[config.mk]
export PLATFORM = sky130hd
export DESIGN_NAME = xmon_top
export DESIGN_NICKNAME = d
export VERILOG_FILES = /design/src/rtl/xmon_pkg.sv /design/src/rtl/xmon_addr_match.sv /design/src/rtl/xmon_reg_class.sv /design/src/rtl/xmon_seq.sv /design/src/rtl/xmon_rec_out.sv /design/src/rtl/xmon_top.sv
export SDC_FILE = /design/constraint.sdc
export NUM_CORES = 1
export LEC_CHECK = 0
export CORE_UTILIZATION = 44
export DETAILED_ROUTE_END_ITERATION = 8
export GPL_TIMING_DRIVEN = 1
export PLACE_DENSITY = 0.77
export SETUP_SLACK_MARGIN = 0.2
export SYNTH_ARGS = -nofsm -noshare
export SYNTH_HDL_FRONTEND = slang
export SYNTH_SLANG_ARGS = --single-unit
[constraint.sdc]
create_clock -name clk -period 1.6 [get_ports clk]
set_input_delay 0.32 -clock clk [delete_from_list [all_inputs] [get_ports clk]]
set_output_delay 0.32 -clock clk [all_outputs]
set_load 0.05 [all_outputs]
[src/rtl/xmon_pkg.sv]
package xmon_pkg;

   typedef enum logic [2:0] {
      EV_START   = 3'd0,
      EV_RESTART = 3'd1,
      EV_STOP    = 3'd2,
      EV_ADDR_WR = 3'd3,
      EV_ADDR_RD = 3'd4,
      EV_DATA_WR = 3'd5,
      EV_DATA_RD = 3'd6
   } ev_kind_e;

   typedef enum logic [1:0] {
      RK_SELECT = 2'd0,
      RK_WRITE  = 2'd1,
      RK_READ   = 2'd2
   } rec_kind_e;

   typedef enum logic [2:0] {
      ST_IDLE,
      ST_ADDR,
      ST_PTR,
      ST_WR,
      ST_RD_WAIT,
      ST_RD
   } mon_state_e;

endpackage

[src/rtl/xmon_addr_match.sv]
module xmon_addr_match #(
   parameter int DATA_W = 8,
   parameter int BASE   = 32,
   parameter int COUNT  = 2
) (
   input  logic [DATA_W-1:0] addr,
   output logic              ok
);
   localparam int CW = (COUNT > 1) ? $clog2(COUNT) : 0;
   localparam bit POW2 = (COUNT == (1 << CW));
   localparam bit ALIGNED = POW2 && ((BASE % COUNT) == 0);
   localparam logic [DATA_W-1:0] BASE_V = DATA_W'(BASE);
   localparam logic [DATA_W:0] LIMIT_V = (DATA_W+1)'(BASE + COUNT);

   if (COUNT < 1) begin : g_bad_count
      $error("xmon_addr_match: COUNT must be at least 1");
   end
   if (BASE + COUNT > (1 << DATA_W)) begin : g_bad_range
      $error("xmon_addr_match: address window exceeds DATA_W");
   end

   if (ALIGNED && CW < DATA_W) begin : g_mask
      // Aligned power-of-two window: compare only the upper bits.
      assign ok = (addr[DATA_W-1:CW] == BASE_V[DATA_W-1:CW]);
   end else begin : g_range
      // Arbitrary window: two magnitude compares.
      assign ok = (addr >= BASE_V) && ({1'b0, addr} < LIMIT_V);
   end
endmodule

[src/rtl/xmon_reg_class.sv]
module xmon_reg_class #(
   parameter int DATA_W   = 8,
   parameter int NUM_REGS = 4
) (
   input  logic [DATA_W-1:0] reg_idx,
   output logic              bad
);
   localparam int IW = (NUM_REGS > 1) ? $clog2(NUM_REGS) : 0;
   localparam bit POW2 = (NUM_REGS == (1 << IW));

   if (NUM_REGS < 1) begin : g_bad_regs
      $error("xmon_reg_class: NUM_REGS must be at least 1");
   end

   if (POW2 && IW >= DATA_W) begin : g_all_valid
      assign bad = 1'b0;
   end else if (POW2) begin : g_upper_bits
      // Power-of-two register set: any set upper bit is out of range.
      assign bad = |reg_idx[DATA_W-1:IW];
   end else begin : g_compare
      assign bad = (reg_idx >= DATA_W'(NUM_REGS));
   end
endmodule

[src/rtl/xmon_seq.sv]
module xmon_seq
   import xmon_pkg::*;
#(
   parameter int                DATA_W    = 8,
   parameter logic [DATA_W-1:0] ADDR_NONE = '1
) (
   input  logic              clk,
   input  logic              rst,
   input  logic              ev_valid,
   input  logic [2:0]        ev_kind,
   input  logic [DATA_W-1:0] ev_byte,
   input  logic              addr_ok,
   output logic              emit_rec,
   output logic [1:0]        emit_kind,
   output logic [DATA_W-1:0] emit_reg,
   output logic              emit_warn,
   output logic [DATA_W-1:0] addr_q
);
   mon_state_e        state_q, state_d;
   logic [DATA_W-1:0] addr_d;
   logic [DATA_W-1:0] ptr_q, ptr_d;
   ev_kind_e          kind;
   logic              is_addr_ev;

   assign kind       = ev_kind_e'(ev_kind);
   assign is_addr_ev = (kind == EV_ADDR_WR) || (kind == EV_ADDR_RD);

   always_comb begin
      state_d   = state_q;
      addr_d    = addr_q;
      ptr_d     = ptr_q;
      emit_rec  = 1'b0;
      emit_kind = RK_SELECT;
      emit_reg  = ptr_q;
      emit_warn = 1'b0;
      if (ev_valid) begin
         case (state_q)
            ST_IDLE: begin
               if (kind == EV_START) state_d = ST_ADDR;
            end
            ST_ADDR: begin
               addr_d  = ev_byte;
               state_d = ST_PTR;
            end
            ST_PTR: begin
               if (is_addr_ev && !addr_ok) begin
                  emit_warn = 1'b1;
                  state_d   = ST_IDLE;
               end else if (kind == EV_DATA_WR) begin
                  ptr_d     = ev_byte;
                  emit_rec  = 1'b1;
                  emit_kind = RK_SELECT;
                  emit_reg  = ev_byte;
                  state_d   = ST_WR;
               end
            end
            ST_WR: begin
               if (kind == EV_RESTART) begin
                  state_d = ST_RD_WAIT;
               end else if (kind == EV_DATA_WR) begin
                  emit_rec  = 1'b1;
                  emit_kind = RK_WRITE;
               end else if (kind == EV_STOP) begin
                  state_d = ST_IDLE;
                  addr_d  = ADDR_NONE;
               end
            end
            ST_RD_WAIT: begin
               if (kind == EV_ADDR_RD) begin
                  addr_d  = ev_byte;
                  state_d = ST_RD;
               end
            end
            ST_RD: begin
               if (kind == EV_DATA_RD) begin
                  emit_rec  = 1'b1;
                  emit_kind = RK_READ;
               end else if (kind == EV_STOP) begin
                  state_d = ST_IDLE;
               end
            end
            default: state_d = ST_IDLE;
         endcase
      end
   end

   always_ff @(posedge clk) begin
      if (rst) begin
         state_q <= ST_IDLE;
         addr_q  <= ADDR_NONE;
         ptr_q   <= '0;
      end else begin
         state_q <= state_d;
         addr_q  <= addr_d;
         ptr_q   <= ptr_d;
      end
   end

   // idle ignores everything but a start
   a_r2_idle_ignores: assert property (@(posedge clk) disable iff (rst)
      (state_q == ST_IDLE && ev_valid && kind != EV_START)
      |=> (state_q == ST_IDLE && $stable(addr_q)));

   // a warning always leaves the monitor idle
   a_r5_warn_to_idle: assert property (@(posedge clk) disable iff (rst)
      emit_warn |=> (state_q == ST_IDLE));

   // read wait holds until an address-read arrives
   a_r7_wait_holds: assert property (@(posedge clk) disable iff (rst)
      (state_q == ST_RD_WAIT && !(ev_valid && kind == EV_ADDR_RD))
      |=> (state_q == ST_RD_WAIT && $stable(addr_q)));

   // stop in the write phase clears the tracked address
   a_r8_stop_clears: assert property (@(posedge clk) disable iff (rst)
      (state_q == ST_WR && ev_valid && kind == EV_STOP)
      |=> (state_q == ST_IDLE && addr_q == ADDR_NONE));

   // stop in the read phase keeps the tracked address
   a_r8_stop_keeps: assert property (@(posedge clk) disable iff (rst)
      (state_q == ST_RD && ev_valid && kind == EV_STOP)
      |=> (state_q == ST_IDLE && $stable(addr_q)));
endmodule

[src/rtl/xmon_rec_out.sv]
module xmon_rec_out
   import xmon_pkg::*;
#(
   parameter int DATA_W   = 8,
   parameter int NUM_REGS = 4
) (
   input  logic              clk,
   input  logic              rst,
   input  logic              emit_rec,
   input  logic [1:0]        emit_kind,
   input  logic [DATA_W-1:0] emit_reg,
   input  logic [DATA_W-1:0] emit_data,
   input  logic              emit_bad,
   input  logic              emit_warn,
   input  logic [DATA_W-1:0] warn_byte,
   output logic              rec_valid,
   output logic [1:0]        rec_kind,
   output logic [DATA_W-1:0] rec_reg,
   output logic [DATA_W-1:0] rec_data,
   output logic              rec_bad,
   output logic              warn_valid,
   output logic [DATA_W-1:0] warn_addr
);
   always_ff @(posedge clk) begin
      if (rst) begin
         rec_valid  <= 1'b0;
         rec_kind   <= RK_SELECT;
         rec_reg    <= '0;
         rec_data   <= '0;
         rec_bad    <= 1'b0;
         warn_valid <= 1'b0;
         warn_addr  <= '0;
      end else begin
         rec_valid  <= emit_rec;
         warn_valid <= emit_warn;
         if (emit_rec) begin
            rec_kind <= emit_kind;
            rec_reg  <= emit_reg;
            rec_data <= emit_data;
            rec_bad  <= emit_bad;
         end
         if (emit_warn) warn_addr <= warn_byte;
      end
   end

   // records and warnings never coincide (one event per cycle)
   a_r10_exclusive: assert property (@(posedge clk) disable iff (rst)
      $onehot0({rec_valid, warn_valid}));

   // a record appears only after a cycle that produced one
   a_r10_from_emit: assert property (@(posedge clk) disable iff (rst)
      rec_valid |-> $past(emit_rec));

   // a record without the flag names a register in the set
   a_r9_flag_range: assert property (@(posedge clk) disable iff (rst)
      (rec_valid && !rec_bad) |-> (rec_reg < DATA_W'(NUM_REGS)));
endmodule

[src/rtl/xmon_top.sv]
module xmon_top
   import xmon_pkg::*;
#(
   parameter int                DATA_W     = 8,
   parameter int                NUM_REGS   = 4,
   parameter int                ADDR_BASE  = 32,
   parameter int                ADDR_COUNT = 2,
   parameter logic [DATA_W-1:0] ADDR_NONE  = '1
) (
   input  logic              clk,
   input  logic              rst,
   input  logic              ev_valid,
   input  logic [2:0]        ev_kind,
   input  logic [DATA_W-1:0] ev_byte,
   output logic              rec_valid,
   output logic [1:0]        rec_kind,
   output logic [DATA_W-1:0] rec_reg,
   output logic [DATA_W-1:0] rec_data,
   output logic              rec_bad,
   output logic              warn_valid,
   output logic [DATA_W-1:0] warn_addr,
   output logic [DATA_W-1:0] mon_addr
);
   if (DATA_W < 2 || DATA_W > 16) begin : g_bad_width
      $error("xmon_top: DATA_W out of range");
   end
   if (NUM_REGS > (1 << DATA_W)) begin : g_bad_regs
      $error("xmon_top: NUM_REGS exceeds index space");
   end

   logic              addr_ok;
   logic              emit_rec;
   logic [1:0]        emit_kind;
   logic [DATA_W-1:0] emit_reg;
   logic              emit_warn;
   logic              emit_bad;

   xmon_addr_match #(
      .DATA_W (DATA_W),
      .BASE   (ADDR_BASE),
      .COUNT  (ADDR_COUNT)
   ) u_match (
      .addr (ev_byte),
      .ok   (addr_ok)
   );

   xmon_seq #(
      .DATA_W    (DATA_W),
      .ADDR_NONE (ADDR_NONE)
   ) u_seq (
      .clk       (clk),
      .rst       (rst),
      .ev_valid  (ev_valid),
      .ev_kind   (ev_kind),
      .ev_byte   (ev_byte),
      .addr_ok   (addr_ok),
      .emit_rec  (emit_rec),
      .emit_kind (emit_kind),
      .emit_reg  (emit_reg),
      .emit_warn (emit_warn),
      .addr_q    (mon_addr)
   );

   xmon_reg_class #(
      .DATA_W   (DATA_W),
      .NUM_REGS (NUM_REGS)
   ) u_class (
      .reg_idx (emit_reg),
      .bad     (emit_bad)
   );

   xmon_rec_out #(
      .DATA_W   (DATA_W),
      .NUM_REGS (NUM_REGS)
   ) u_out (
      .clk        (clk),
      .rst        (rst),
      .emit_rec   (emit_rec),
      .emit_kind  (emit_kind),
      .emit_reg   (emit_reg),
      .emit_data  (ev_byte),
      .emit_bad   (emit_bad),
      .emit_warn  (emit_warn),
      .warn_byte  (ev_byte),
      .rec_valid  (rec_valid),
      .rec_kind   (rec_kind),
      .rec_reg    (rec_reg),
      .rec_data   (rec_data),
      .rec_bad    (rec_bad),
      .warn_valid (warn_valid),
      .warn_addr  (warn_addr)
   );

   // outputs are quiet in the cycle after reset
   a_r1_quiet_after_reset: assert property (@(posedge clk)
      $fell(rst) |-> (!rec_valid && !warn_valid && mon_addr == ADDR_NONE));
endmodule

==> metrics.json, run 1 <==
{
  "fraction_of_layout_instances_using_a_drive_strength_above_1_pct": 47.3,
  "hold_violations": 0,
  "ys_warn_count": 0,
  "powerDensity_nw_per_um2": 800,
  "power.static_leakage_nw": 1.39,
  "detail_route.vias_per_cell": 5.74,
  "netlist_instances": 217,
  "die_area_um2": 4980,
  "synth_enable_flop_cells": 0,
  "run_status": "finished, violations left",
  "grt_overflow_total": 0,
  "wl_um": 6970,
  "topRoutingLayerUsed": "met4",
  "wl_per_cell_um": 18.8,
  "worstHoldPathType": "in2reg",
  "end_kind": "flip-flop",
  "ir_worst_vdd_uv": 467,
  "port_buffers": 50,
  "groute.usage.overall_pct": 26.9,
  "post_synth_instance_area_um2": 2070,
  "timing.max_slew.rel_slack_pct": 76.3,
  "ys_async_sr_fraction_pct": 0,
  "grt_max_degree": 30,
  "setup_violations": 8,
  "antenna_diode_count": 0,
  "postSynthAreaPerCell_um2": 9.53,
  "fp.dieW_um": 70.5,
  "antenna_found_initial": 0,
  "gp_congestion": 0.837,
  "met2_length_um": 3370,
  "cts.reportedPaths.clkPinSlew_ns": 0.09,
  "routed_via_count": 2131,
  "worst-slew-pin-transition_ns": 0.354,
  "cp-start-kind": "input pin",
  "drc": 6,
  "ys_top_cells_by_count": "dfxtp_1 (48), nor2_1 (39), mux2i_1 (26)",
  "drtPass1Iterations": 6,
  "postSynthNetCount": 231,
  "die-height_um": 70.5,
  "maxCapViolCount": 0,
  "nets": 332,
  "fmax_mhz": 608,
  "cts-buffers-inserted": 5,
  "pin_count": 51,
  "postCtsHoldBufs": 0,
  "tritoncts": "built",
  "drtIter0Drc": 171,
  "synthDominantCellAreaShare_pct": 46.5,
  "wire_length_of_the_first_global_routing_pass_um": 10400,
  "synth_area_leader_cell": "dfxtp_1",
  "report.final.slew_viol_count": 0,
  "layout.filler_cells": 299,
  "floorplan.initialDensity_pct": 46.5,
  "longest_clk_path_bufs": 2,
  "first_global_vias": 2006,
  "synth_seq_area_share_pct": 46.5,
  "flow.area_growth_from_synthesis_pct": 63.4,
  "critPathKind": "in2reg",
  "final.setup.worst_slack_ns": -0.0440,
  "wp_data_arrival_ns": 1.88,
  "synth_seq_cells": 48,
  "dp_hpwl_um": 3560,
  "post_synth_main_area_contributors": "dfxtp_1 (46%), mux2i_1 (13%), nor2_1 (7.1%), a211oi_1 (3.6%), nand2b_1 (3.0%)",
  "synth_top_flop_cell": "dfxtp_1",
  "synth.most_common_cell": "dfxtp_1",
  "route.met3.wl_um": 507,
  "fin_setup_tns_ns": -0.162,
  "period_share_pct": 103,
  "fin_crit_ns": 1.64,
  "floorplan_row_count": 24,
  "post-route-util_pct": 76.0,
  "finalClockSkew_ns": 0.00883,
  "clock_tree.root_cell": "clkbuf_8",
  "cts.sinks": 48,
  "wl_met1_um": 2850,
  "route.antenna.remaining_nets": 0,
  "required_ns": 1.83,
  "cts-htree-levels": 2,
  "core_region_area_um2": 4440,
  "failed_checks": "DRC, setup timing",
  "crit_path_max_fanout": 5,
  "synth.lib_cells_used.distinct": 39,
  "rsz0062_at_grt": "true",
  "worst_skew_pair.late_latency_ns": 0.31
}
-- routing by layer --
metal  global-route usage, %  vias up
met4                    13.1        0
met2                    42.3      110
met5                       0        -
met1                    34.9     1028
li1                        -      968
met3                    6.55       25
-- placed cells by master, fill, tap and decap left out, drive strengths merged, types with 2 or more instances in the layout --
master,Yosys,routed
buf,9,97
nor3b,8,8
inv,4,4
nand3,2,2
mux2i,26,26
nor2b,9,9
a211oi,10,10
or3b,2,2
nand3b,3,3
or4,1,2
o31ai,2,2
o21ai,3,4
nor4,2,2
clkbuf,5,11
clkdlybuf4s50,0,2
nor3,6,6
nand2,4,4
clkdlybuf4s15,0,2
nor2,39,39
a21oi,5,5
a31oi,2,2
dfxtp,48,48
nand2b,10,10
o21bai,7,7
-- logic make-up (layout without fill, tap and decap cells) --
kind of cell | count (synthesis) | after routing | share of synthesized area [%]
DFF | 48 | 48 | 46.5
buffers and inverters | 18 | 118 | 4.66
AOI/OAI and AO/OA | 36 | 37 | 12.8
and+or+nand+nor | 89 | 90 | 23.5
muxes | 26 | 26 | 12.6
-- timing repair --
item	CTS	global route
cloned	5	1
resized for setup	77	15
pin swaps	19	20
endpoints found under the setup margin	48	47
setup buffers	18	8
-- final timing paths --
path / startpoint / end / slack (ns) / cells after the start
setup / recovery: ev_kind[1] / u_out.rec_reg[2] / -0.04 / 6
hold / removal: ev_kind[2] / u_out.rec_kind[1] / 0.45 / 4
setup reg to reg: u_seq.state_q[2] / u_out.rec_reg[2] / 0.02 / 3
hold reg to reg: u_out.rec_kind[1] / u_out.rec_kind[1] / 0.47 / 2
-- report_power, final --
group	leakage, nW	switching (W)	internal (W)	total [W]
Clock	0.0445	0.000415	0.000352	0.000767
Sequential	0.390	0.0000425	0.00123	0.00128
Combinational	0.953	0.000362	0.000299	0.000661
-- through the flow --
stage               setup WS (ns)  power (W)  cells  hold WS, ns  area [um2]
floorplan                -0.00516    0.00160    217        0.461        2160
global placement           -0.793    0.00177    331        0.460        2730
detailed placement         -0.850    0.00178    331        0.464        2730
CTS                       -0.0194    0.00265    362        0.446        3250
global route               -0.111    0.00279    371        0.461        3380
finish                    -0.0440    0.00270    371        0.448        3380
-- critical path: stages --
cell      delay [ns]
buf_6           0.09
buf_6           0.11
nand3b_1        0.24
or4_4           0.64
mux2i_4         0.25
a211oi_2        0.22
-- cell type report --
| class | count | area [um2] | share of cell area (%) |
|---|---|---|---|
| flip-flops and latches | 48 | 972 | 28.8 |
| clock inverters | 1 | 7.51 | 0.222 |
| well taps | 52 | 65.1 | 1.93 |
| multi-input cells | 153 | 1280 | 37.9 |
| clock buffers | 7 | 86.3 | 2.56 |
| inverters | 4 | 15.0 | 0.444 |
| repair buffers | 106 | 952 | 28.2 |
(Power assumes the default switching activity.)
==> inputs of run 2 (changes only) <==
CORE_MARGIN = 10   (was not set)
MAX_ROUTING_LAYER = met4   (was not set)
==> run 2 against run 1 <==
  * The flow finishes with violations (setup timing)
  * Fmax fell by 6.2%
  * Die area rose by 58%
  * Clock-buffer cell count fell by 2
  * Highest routed layer unchanged
  * Hold slack got worse by 0.018 ns
  * Sequential share of layout area fell by 1.6 points
  * Utilization rose by 4.5 points
==> metrics.json, run 2 (synthesis gave the netlist of run 1 again) <==
{
  "worst-slew-pin-transition": {"value": 0.345, "unit": "ns", "change": "was 0.354 ns"},
  "power_frac_seq": {"value": 44.3, "unit": "%", "change": "was 47.2%"},
  "first_global_vias": {"value": 2079, "change": "was 2,006"},
  "maxCapViolCount": {"value": 0, "change": "unchanged"},
  "floorplan.initialDensity": {"value": 46.5, "unit": "%", "change": "unchanged"},
  "floorplan_row_count": {"value": 24, "change": "unchanged"},
  "timing.hold.worst.start": {"value": "ev_byte[7]", "change": "was ev_kind[2]"},
  "post-route-util": {"value": 80.5, "unit": "%", "change": "was 76.0%"},
  "die-height": {"value": 88.5, "unit": "um", "change": "was 70.5 um"},
  "dp_hpwl": {"value": 3890, "unit": "um", "change": "was 3560 um"},
  "grt_max_degree": {"value": 28, "change": "was 30"},
  "crit_path_max_fanout": {"value": 5, "change": "unchanged"},
  "longest_clk_path_bufs": {"value": 2, "change": "unchanged"},
  "commonest_non_fill_non_tap_cells_in_the_layout": {"value": "buf_4 (75), dfxtp_1 (45), nor2_1 (38)", "change": "was buf_4 (77), dfxtp_1 (45), nor2_1 (38)"},
  "switchingPower": {"value": 0.000828, "unit": "W", "change": "was 0.000820 W"},
  "path_cells": {"value": "buf_6 -> or3b_4 -> a22o_4 -> nor4_4 -> buf_4 -> buf_12 -> mux2i_2 -> nor2_1", "change": "was buf_6 -> buf_6 -> nand3b_1 -> or4_4 -> mux2i_4 -> a211oi_2"},
  "antenna_diode_count": {"value": 0, "change": "unchanged"},
  "core_region_area": {"value": 4440, "unit": "um2", "change": "unchanged"},
  "hold_violations": {"value": 0, "change": "unchanged"},
  "final_area": {"value": 3580, "unit": "um2", "change": "was 3380 um2"},
  "worst_r2r_startpoint": {"value": "u_seq.state_q[2]", "change": "unchanged"},
  "port_buffers": {"value": 50, "change": "unchanged"},
  "crit_path_top_delay_cell": {"value": "or3b_4", "change": "was or4_4"},
  "most_common_cell_after_layout_fill_and_taps_aside": {"value": "buf_4", "change": "unchanged"},
  "finalClockSkew": {"value": 0.00527, "unit": "ns", "change": "was 0.00883 ns"},
  "period_share": {"value": 110, "unit": "%", "change": "was 103%"},
  "worst_skew_pair.late_latency": {"value": 0.30, "unit": "ns", "change": "was 0.31 ns"},
  "worst_path_dominant_cell_family": {"value": "simple AND/OR/NAND/NOR gates", "change": "unchanged"},
  "gp_congestion": {"value": 0.869, "change": "was 0.837"},
  "fmax": {"value": 571, "unit": "MHz", "change": "was 608 MHz"},
  "end_kind": {"value": "flip-flop", "change": "unchanged"},
  "nets": {"value": 335, "change": "was 332"},
  "groute.usage.overall": {"value": 18.9, "unit": "%", "change": "was 26.9%"},
  "drtPass1Iterations": {"value": 4, "change": "was 6"},
  "cts.reportedPaths.clkPinSlew": {"value": 0.08, "unit": "ns", "change": "was 0.09 ns"},
  "ff2ff_path_depth": {"value": 4, "change": "was 3"},
  "failed_checks": {"value": "setup timing", "change": "was DRC, setup timing"},
  "placedCellCount": {"value": 329, "change": "was 331"},
  "tritoncts": {"value": "built", "change": "unchanged"},
  "flow.area_growth_from_synthesis": {"value": 73.1, "unit": "%", "change": "was 63.4%"},
  "die_area": {"value": 7840, "unit": "um2", "change": "was 4980 um2"},
  "p_sw_share": {"value": 29.0, "unit": "%", "change": "was 30.3%"},
  "wl": {"value": 7380, "unit": "um", "change": "was 6970 um"},
  "worstHoldEndpoint": {"value": "u_seq.ptr_q[7]", "change": "was u_out.rec_kind[1]"},
  "critical_path.reg2reg.endpoint": {"value": "u_out.rec_reg[2]", "change": "unchanged"},
  "rsz0062_at_grt": {"value": "true", "change": "unchanged"},
  "power_frac_clock": {"value": 29.5, "unit": "%", "change": "was 28.4%"},
  "fin_crit": {"value": 1.75, "unit": "ns", "change": "was 1.64 ns"},
  "detail_route.vias_per_cell": {"value": 5.56, "change": "was 5.74"},
  "fraction_of_layout_instances_using_a_drive_strength_above_1": {"value": 51.9, "unit": "%", "change": "was 47.3%"},
  "intPower": {"value": 0.00202, "unit": "W", "change": "was 0.00188 W"},
  "fp.dieW": {"value": 88.5, "unit": "um", "change": "was 70.5 um"},
  "wire_length_of_the_first_global_routing_pass": {"value": 11100, "unit": "um", "change": "was 10,400 um"},
  "layout.filler_cells": {"value": 242, "change": "was 299"},
  "run_status": {"value": "finished, violations left", "change": "unchanged"},
  "fin_cells": {"value": 372, "change": "was 371"},
  "drc": {"value": 0, "change": "was 6"},
  "wp_data_arrival": {"value": 1.95, "unit": "ns", "change": "was 1.88 ns"},
  "setup_violations": {"value": 23, "change": "was 8"},
  "drtIter0Drc": {"value": 132, "change": "was 171"},
  "place_area": {"value": 2740, "unit": "um2", "change": "was 2730 um2"},
  "worstHoldPathCells": {"value": 4, "change": "unchanged"},
  "r2r_setup_slack": {"value": -0.04, "unit": "ns", "change": "was 0.02 ns"},
  "report.final.slew_viol_count": {"value": 0, "change": "unchanged"},
  "cp-start-kind": {"value": "input pin", "change": "unchanged"},
  "routed_via_count": {"value": 2067, "change": "was 2,131"},
  "ir_worst_vdd": {"value": 674, "unit": "uV", "change": "was 467 uV"},
  "antenna_found_initial": {"value": 0, "change": "unchanged"},
  "powerDensity": {"value": 797, "unit": "nW/um2", "change": "was 800 nW/um2"},
  "worstHoldPathType": {"value": "in2reg", "change": "unchanged"},
  "cts-htree-levels": {"value": 2, "change": "unchanged"},
  "postCtsHoldBufs": {"value": 0, "change": "unchanged"},
  "critPathKind": {"value": "in2reg", "change": "unchanged"},
  "clock_tree.root_cell": {"value": "clkbuf_8", "change": "unchanged"},
  "final.setup.worst_slack": {"value": -0.152, "unit": "ns", "change": "was -0.0440 ns"},
  "wl_per_cell": {"value": 19.8, "unit": "um", "change": "was 18.8 um"},
  "fin_setup_tns": {"value": -1.55, "unit": "ns", "change": "was -0.162 ns"},
  "power.static_leakage": {"value": 1.43, "unit": "nW", "change": "was 1.39 nW"},
  "timing.max_slew.rel_slack": {"value": 77.0, "unit": "%", "change": "was 76.3%"},
  "max_stage_delay": {"value": 0.40, "unit": "ns", "change": "was 0.64 ns"},
  "required": {"value": 1.80, "unit": "ns", "change": "was 1.83 ns"},
  "crit_buf_inv": {"value": 3, "change": "was 2"},
  "route.antenna.remaining_nets": {"value": 0, "change": "unchanged"},
  "cts.sinks": {"value": 48, "change": "unchanged"},
  "grt_overflow_total": {"value": 0, "change": "unchanged"},
  "portion_of_total_power_attributed_to_combinational_logic": {"value": 26.2, "unit": "%", "change": "was 24.5%"},
  "pin_count": {"value": 51, "change": "unchanged"},
  "cts-buffers-inserted": {"value": 5, "change": "unchanged"},
  "report.power.total": {"value": 0.00285, "unit": "W", "change": "was 0.00270 W"}
}
## run 2: changes by cell type in the layout (fill, tap and decap cells not counted), moves of 2 or more
cell,before,now
a211oi_1,9,2
a211oi_2,1,8
mux2i_4,2,6
buf_12,3,6
buf_6,12,15
a21oi_1,4,2
a21oi_2,0,2
buf_4,77,75
clkbuf_2,2,0
mux2i_1,19,17
mux2i_2,5,3
## run 2: stage by stage
step	setup WS (ns)	hold slack (ns)
6_report	-0.152	0.430
5_1_grt	-0.158	0.433
4_1_cts	-0.0209	0.422
3_5_place_dp	-0.834	0.466
3_3_place_gp	-0.775	0.457
2_1_floorplan	-0.00516	0.461
## run 2: layer usage
metal | vias up | part of all wire, % | wire (um) | track usage (%)
li1 | 980 | - | - | -
met4 | 0 | 1.7 | 128 | 5.14
met1 | 985 | 42 | 3090 | 22.1
met3 | 12 | 8.2 | 603 | 7.26
met5 | - | 0 | 0 | -
met2 | 90 | 48 | 3560 | 29.6
## run 2: layout make-up
class	count	area (um2)	share of cell area [%]
flip-flops and latches	48	972	27.2
well taps	52	65.1	1.82
clock buffers	5	68.8	1.92
multi-input cells	153	1390	38.9
clock inverters	1	30.0	0.839
repair buffers	109	1030	28.9
inverters	4	15.0	0.420
## run 2: worst max-delay path by stage
stage | from | end | slack, ns | cells after the start
detailed placement | ev_kind[2] | u_out.warn_addr[4] | -0.83 | 6
global placement | ev_kind[2] | u_out.warn_addr[5] | -0.77 | 6
floorplan | ev_kind[1] | u_out.warn_addr[0] | -0.005 | 6
finish | ev_kind[1] | u_out.warn_addr[6] | -0.15 | 8
global route | ev_kind[1] | u_out.warn_addr[5] | -0.16 | 8
CTS | ev_kind[0] | u_out.warn_addr[4] | -0.02 | 8
## run 2: worst min-delay path, delay by kind of cell
family,cells,cell delay [ns]
mux,1,0.08
buf+inv,2,0.22
simple gates,1,0.07
## run 2: power by group through the flow
stage | Combinational [W] | Clock, W | Sequential [W]
3_5_place_dp | 0.000478 | 0 | 0.00129
5_1_grt | 0.000782 | 0.000894 | 0.00127
3_3_place_gp | 0.000473 | 0 | 0.00129
4_1_cts | 0.000649 | 0.000848 | 0.00126
2_1_floorplan | 0.000256 | 0 | 0.00135
6_report | 0.000749 | 0.000840 | 0.00126
## run 2: what timing repair did
item                                    CTS  global route
endpoints found under the setup margin   48            48
setup buffers                            21            10
gates resized for setup                  89            28
gates cloned                              6             0
pin swaps                                20            22
==> inputs of run 3 (changes only) <==
CORE_UTILIZATION = 45   (was 44)
CTS_BUF_LIST = sky130_fd_sc_hd__clkbuf_8   (was not set)
PLACE_DENSITY = 0.79   (was 0.77)
==> run 3 against run 2 <==
  * The run still ends with setup timing left
  * Utilization decreased by 3.3 points
  * Fmax rose by 4.7%
  * Routed wire length is 4.3% lower
  * Clock skew rose by 0.0017 ns
  * Die area shrank 1.7%
  * Power shrank 7.1%
==> metrics.json, run 3 (synthesis gave the netlist of run 1 again) <==
{
  "drtIter0Drc": {"value": 131, "change": "was 132"},
  "fp.dieW": {"value": 87.8, "unit": "um", "change": "was 88.5 um"},
  "drc": {"value": 0, "change": "unchanged"},
  "critPathKind": {"value": "reg2reg", "change": "was in2reg"},
  "final.setup.worst_slack": {"value": -0.0743, "unit": "ns", "change": "was -0.152 ns"},
  "most_common_cell_after_layout_fill_and_taps_aside": {"value": "buf_4", "change": "unchanged"},
  "route.antenna.remaining_nets": {"value": 0, "change": "unchanged"},
  "setup_violations": {"value": 20, "change": "was 23"},
  "antenna_found_initial": {"value": 0, "change": "unchanged"},
  "ir_worst_vdd": {"value": 462, "unit": "uV", "change": "was 674 uV"},
  "multi_input_area": {"value": 1360, "unit": "um2", "change": "was 1390 um2"},
  "routed_via_count": {"value": 2044, "change": "was 2,067"},
  "layout.filler_cells": {"value": 291, "change": "was 242"},
  "die-height": {"value": 87.8, "unit": "um", "change": "was 88.5 um"},
  "commonest_non_fill_non_tap_cells_in_the_layout": {"value": "buf_4 (64), dfxtp_1 (45), nor2_1 (36)", "change": "was buf_4 (75), dfxtp_1 (45), nor2_1 (38)"},
  "detail_route.vias_per_cell": {"value": 5.66, "change": "was 5.56"},
  "wp_data_arrival": {"value": 1.89, "unit": "ns", "change": "was 1.95 ns"},
  "pin_count": {"value": 51, "change": "unchanged"},
  "finalClockSkew": {"value": 0.00695, "unit": "ns", "change": "was 0.00527 ns"},
  "fmax": {"value": 597, "unit": "MHz", "change": "was 571 MHz"},
  "fin_crit": {"value": 1.67, "unit": "ns", "change": "was 1.75 ns"},
  "final-seq-area": {"value": 970, "unit": "um2", "change": "was 972 um2"},
  "fin_cells": {"value": 361, "change": "was 372"},
  "power.static_leakage": {"value": 1.37, "unit": "nW", "change": "was 1.43 nW"},
  "antenna_diode_count": {"value": 0, "change": "unchanged"},
  "cts.reportedPaths.clkPinSlew": {"value": 0.09, "unit": "ns", "change": "was 0.08 ns"},
  "end_kind": {"value": "flip-flop", "change": "unchanged"},
  "cp-start-kind": {"value": "flip-flop", "change": "was input pin"},
  "wire_length_of_the_first_global_routing_pass": {"value": 10500, "unit": "um", "change": "was 11,100 um"},
  "pre_cts_slack": {"value": -0.902, "unit": "ns", "change": "was -0.834 ns"},
  "cts.sinks": {"value": 48, "change": "unchanged"},
  "longest_clk_path_bufs": {"value": 2, "change": "unchanged"},
  "gp_congestion": {"value": 0.962, "change": "was 0.869"},
  "hold_violations": {"value": 0, "change": "unchanged"},
  "fin_setup_tns": {"value": -0.609, "unit": "ns", "change": "was -1.55 ns"},
  "clock_tree.root_cell": {"value": "clkbuf_8", "change": "unchanged"},
  "wl": {"value": 7060, "unit": "um", "change": "was 7380 um"},
  "maxCapViolCount": {"value": 0, "change": "unchanged"},
  "period_share": {"value": 105, "unit": "%", "change": "was 110%"},
  "core_region_area": {"value": 4410, "unit": "um2", "change": "was 4440 um2"},
  "worstHoldPathType": {"value": "in2reg", "change": "unchanged"},
  "tritoncts": {"value": "built", "change": "unchanged"},
  "grt_max_degree": {"value": 26, "change": "was 28"},
  "holdWs": {"value": 0.418, "unit": "ns", "change": "was 0.430 ns"},
  "report.final.slew_viol_count": {"value": 0, "change": "unchanged"},
  "dp_hpwl": {"value": 4060, "unit": "um", "change": "was 3890 um"},
  "failed_checks": {"value": "setup timing", "change": "unchanged"},
  "cts-htree-levels": {"value": 2, "change": "unchanged"},
  "port_buffers": {"value": 50, "change": "unchanged"},
  "worst-slew-pin-transition": {"value": 0.333, "unit": "ns", "change": "was 0.345 ns"},
  "floorplan_row_count": {"value": 24, "change": "unchanged"},
  "drtPass1Iterations": {"value": 5, "change": "was 4"},
  "worst_skew_pair.late_latency": {"value": 0.30, "unit": "ns", "change": "about the same"},
  "floorplan.initialDensity": {"value": 46.8, "unit": "%", "change": "was 46.5%"},
  "first_global_vias": {"value": 2083, "change": "was 2,079"},
  "flow.area_growth_from_synthesis": {"value": 65.0, "unit": "%", "change": "was 73.1%"},
  "nets": {"value": 322, "change": "was 335"},
  "rsz0062_at_grt": {"value": "true", "change": "unchanged"},
  "powerDensity": {"value": 777, "unit": "nW/um2", "change": "was 797 nW/um2"},
  "grt_overflow_total": {"value": 0, "change": "unchanged"},
  "placedCellCount": {"value": 330, "change": "was 329"},
  "run_status": {"value": "finished, violations left", "change": "unchanged"},
  "timing.max_slew.rel_slack": {"value": 77.8, "unit": "%", "change": "was 77.0%"},
  "fraction_of_layout_instances_using_a_drive_strength_above_1": {"value": 49.2, "unit": "%", "change": "was 51.9%"},
  "required": {"value": 1.82, "unit": "ns", "change": "was 1.80 ns"},
  "die_area": {"value": 7700, "unit": "um2", "change": "was 7840 um2"},
  "cts-buffers-inserted": {"value": 5, "change": "unchanged"},
  "groute.usage.overall": {"value": 17.6, "unit": "%", "change": "was 18.9%"},
  "crit_path_max_fanout": {"value": 5, "change": "unchanged"},
  "wl_per_cell": {"value": 19.6, "unit": "um", "change": "was 19.8 um"}
}
==> run 3: changes by cell type in the layout (fill, tap and decap cells not counted), moves of 2 or more <==
| cell | change |
|---|---|
| mux2i_1 | +2 |
| nor2_1 | -2 |
| clkbuf_2 | +2 |
| nor2_2 | +2 |
| clkdlybuf4s15_1 | -2 |
| buf_6 | -2 |
| buf_4 | -11 |
| inv_1 | +3 |
==> run 3: power breakdown <==
part	leakage, nW	switching [W]	internal [W]
sequential	0.390	0.0000329	0.00123
clock	0.0507	0.000409	0.000300
combinational	0.926	0.000372	0.000305
total	1.37	0.000814	0.00184
==> run 3: path summary, 6_finish.rpt <==
kind,start,end,slack (ns),cells after the start
min reg2reg,u_out.rec_bad,u_out.rec_bad,0.49,2
min,ev_byte[1],u_out.warn_addr[1],0.42,4
max reg2reg,u_seq.state_q[1],u_out.rec_reg[3],-0.07,5
max,u_seq.state_q[1],u_out.rec_reg[3],-0.07,5
==> run 3: final cells by class <==
type	count	share of cell area [%]
flip-flops and latches	48	28.4
well taps	52	1.91
multi-input cells	153	39.9
repair buffers	96	26.8
inverters	4	0.440
clock buffers	5	2.02
clock inverters	3	0.477
==> run 3: stage by stage <==
step | total power [W] | util, % | cell area, um2
floorplan | 0.00160 | - | 2160
global placement | 0.00177 | 61.6 | 2720
detailed placement | 0.00178 | 61.6 | 2720
CTS | 0.00256 | 72.6 | 3210
global route | 0.00275 | 77.2 | 3410
finish | 0.00265 | 77.2 | 3410
==> run 3: timing repair <==
action | in CTS | in global routing
hold buffers | 0 | 0
gates cloned | 5 | 1
endpoints found under the setup margin | 48 | 48
gates resized for setup | 75 | 39
pin swaps | 16 | 25
setup buffers | 12 | 5
==> run 3: metal layers <==
| layer | up-vias | share of wire, % | GRT usage [%] |
|---|---|---|---|
| li1 | 945 | - | - |
| met2 | 76 | 49 | 27.4 |
| met4 | 0 | 1.3 | 4.93 |
| met1 | 1008 | 43 | 21.9 |
| met3 | 15 | 6.1 | 4.74 |
| met5 | - | 0 | - |
==> run 3: critical path, cell delays in order, from the launching register on <==
cell and delay [ns]:
dfxtp_4 0.38, nand2_4 0.06, buf_6 0.12, or4_4 0.59, mux2i_1 0.19, a211oi_2 0.25
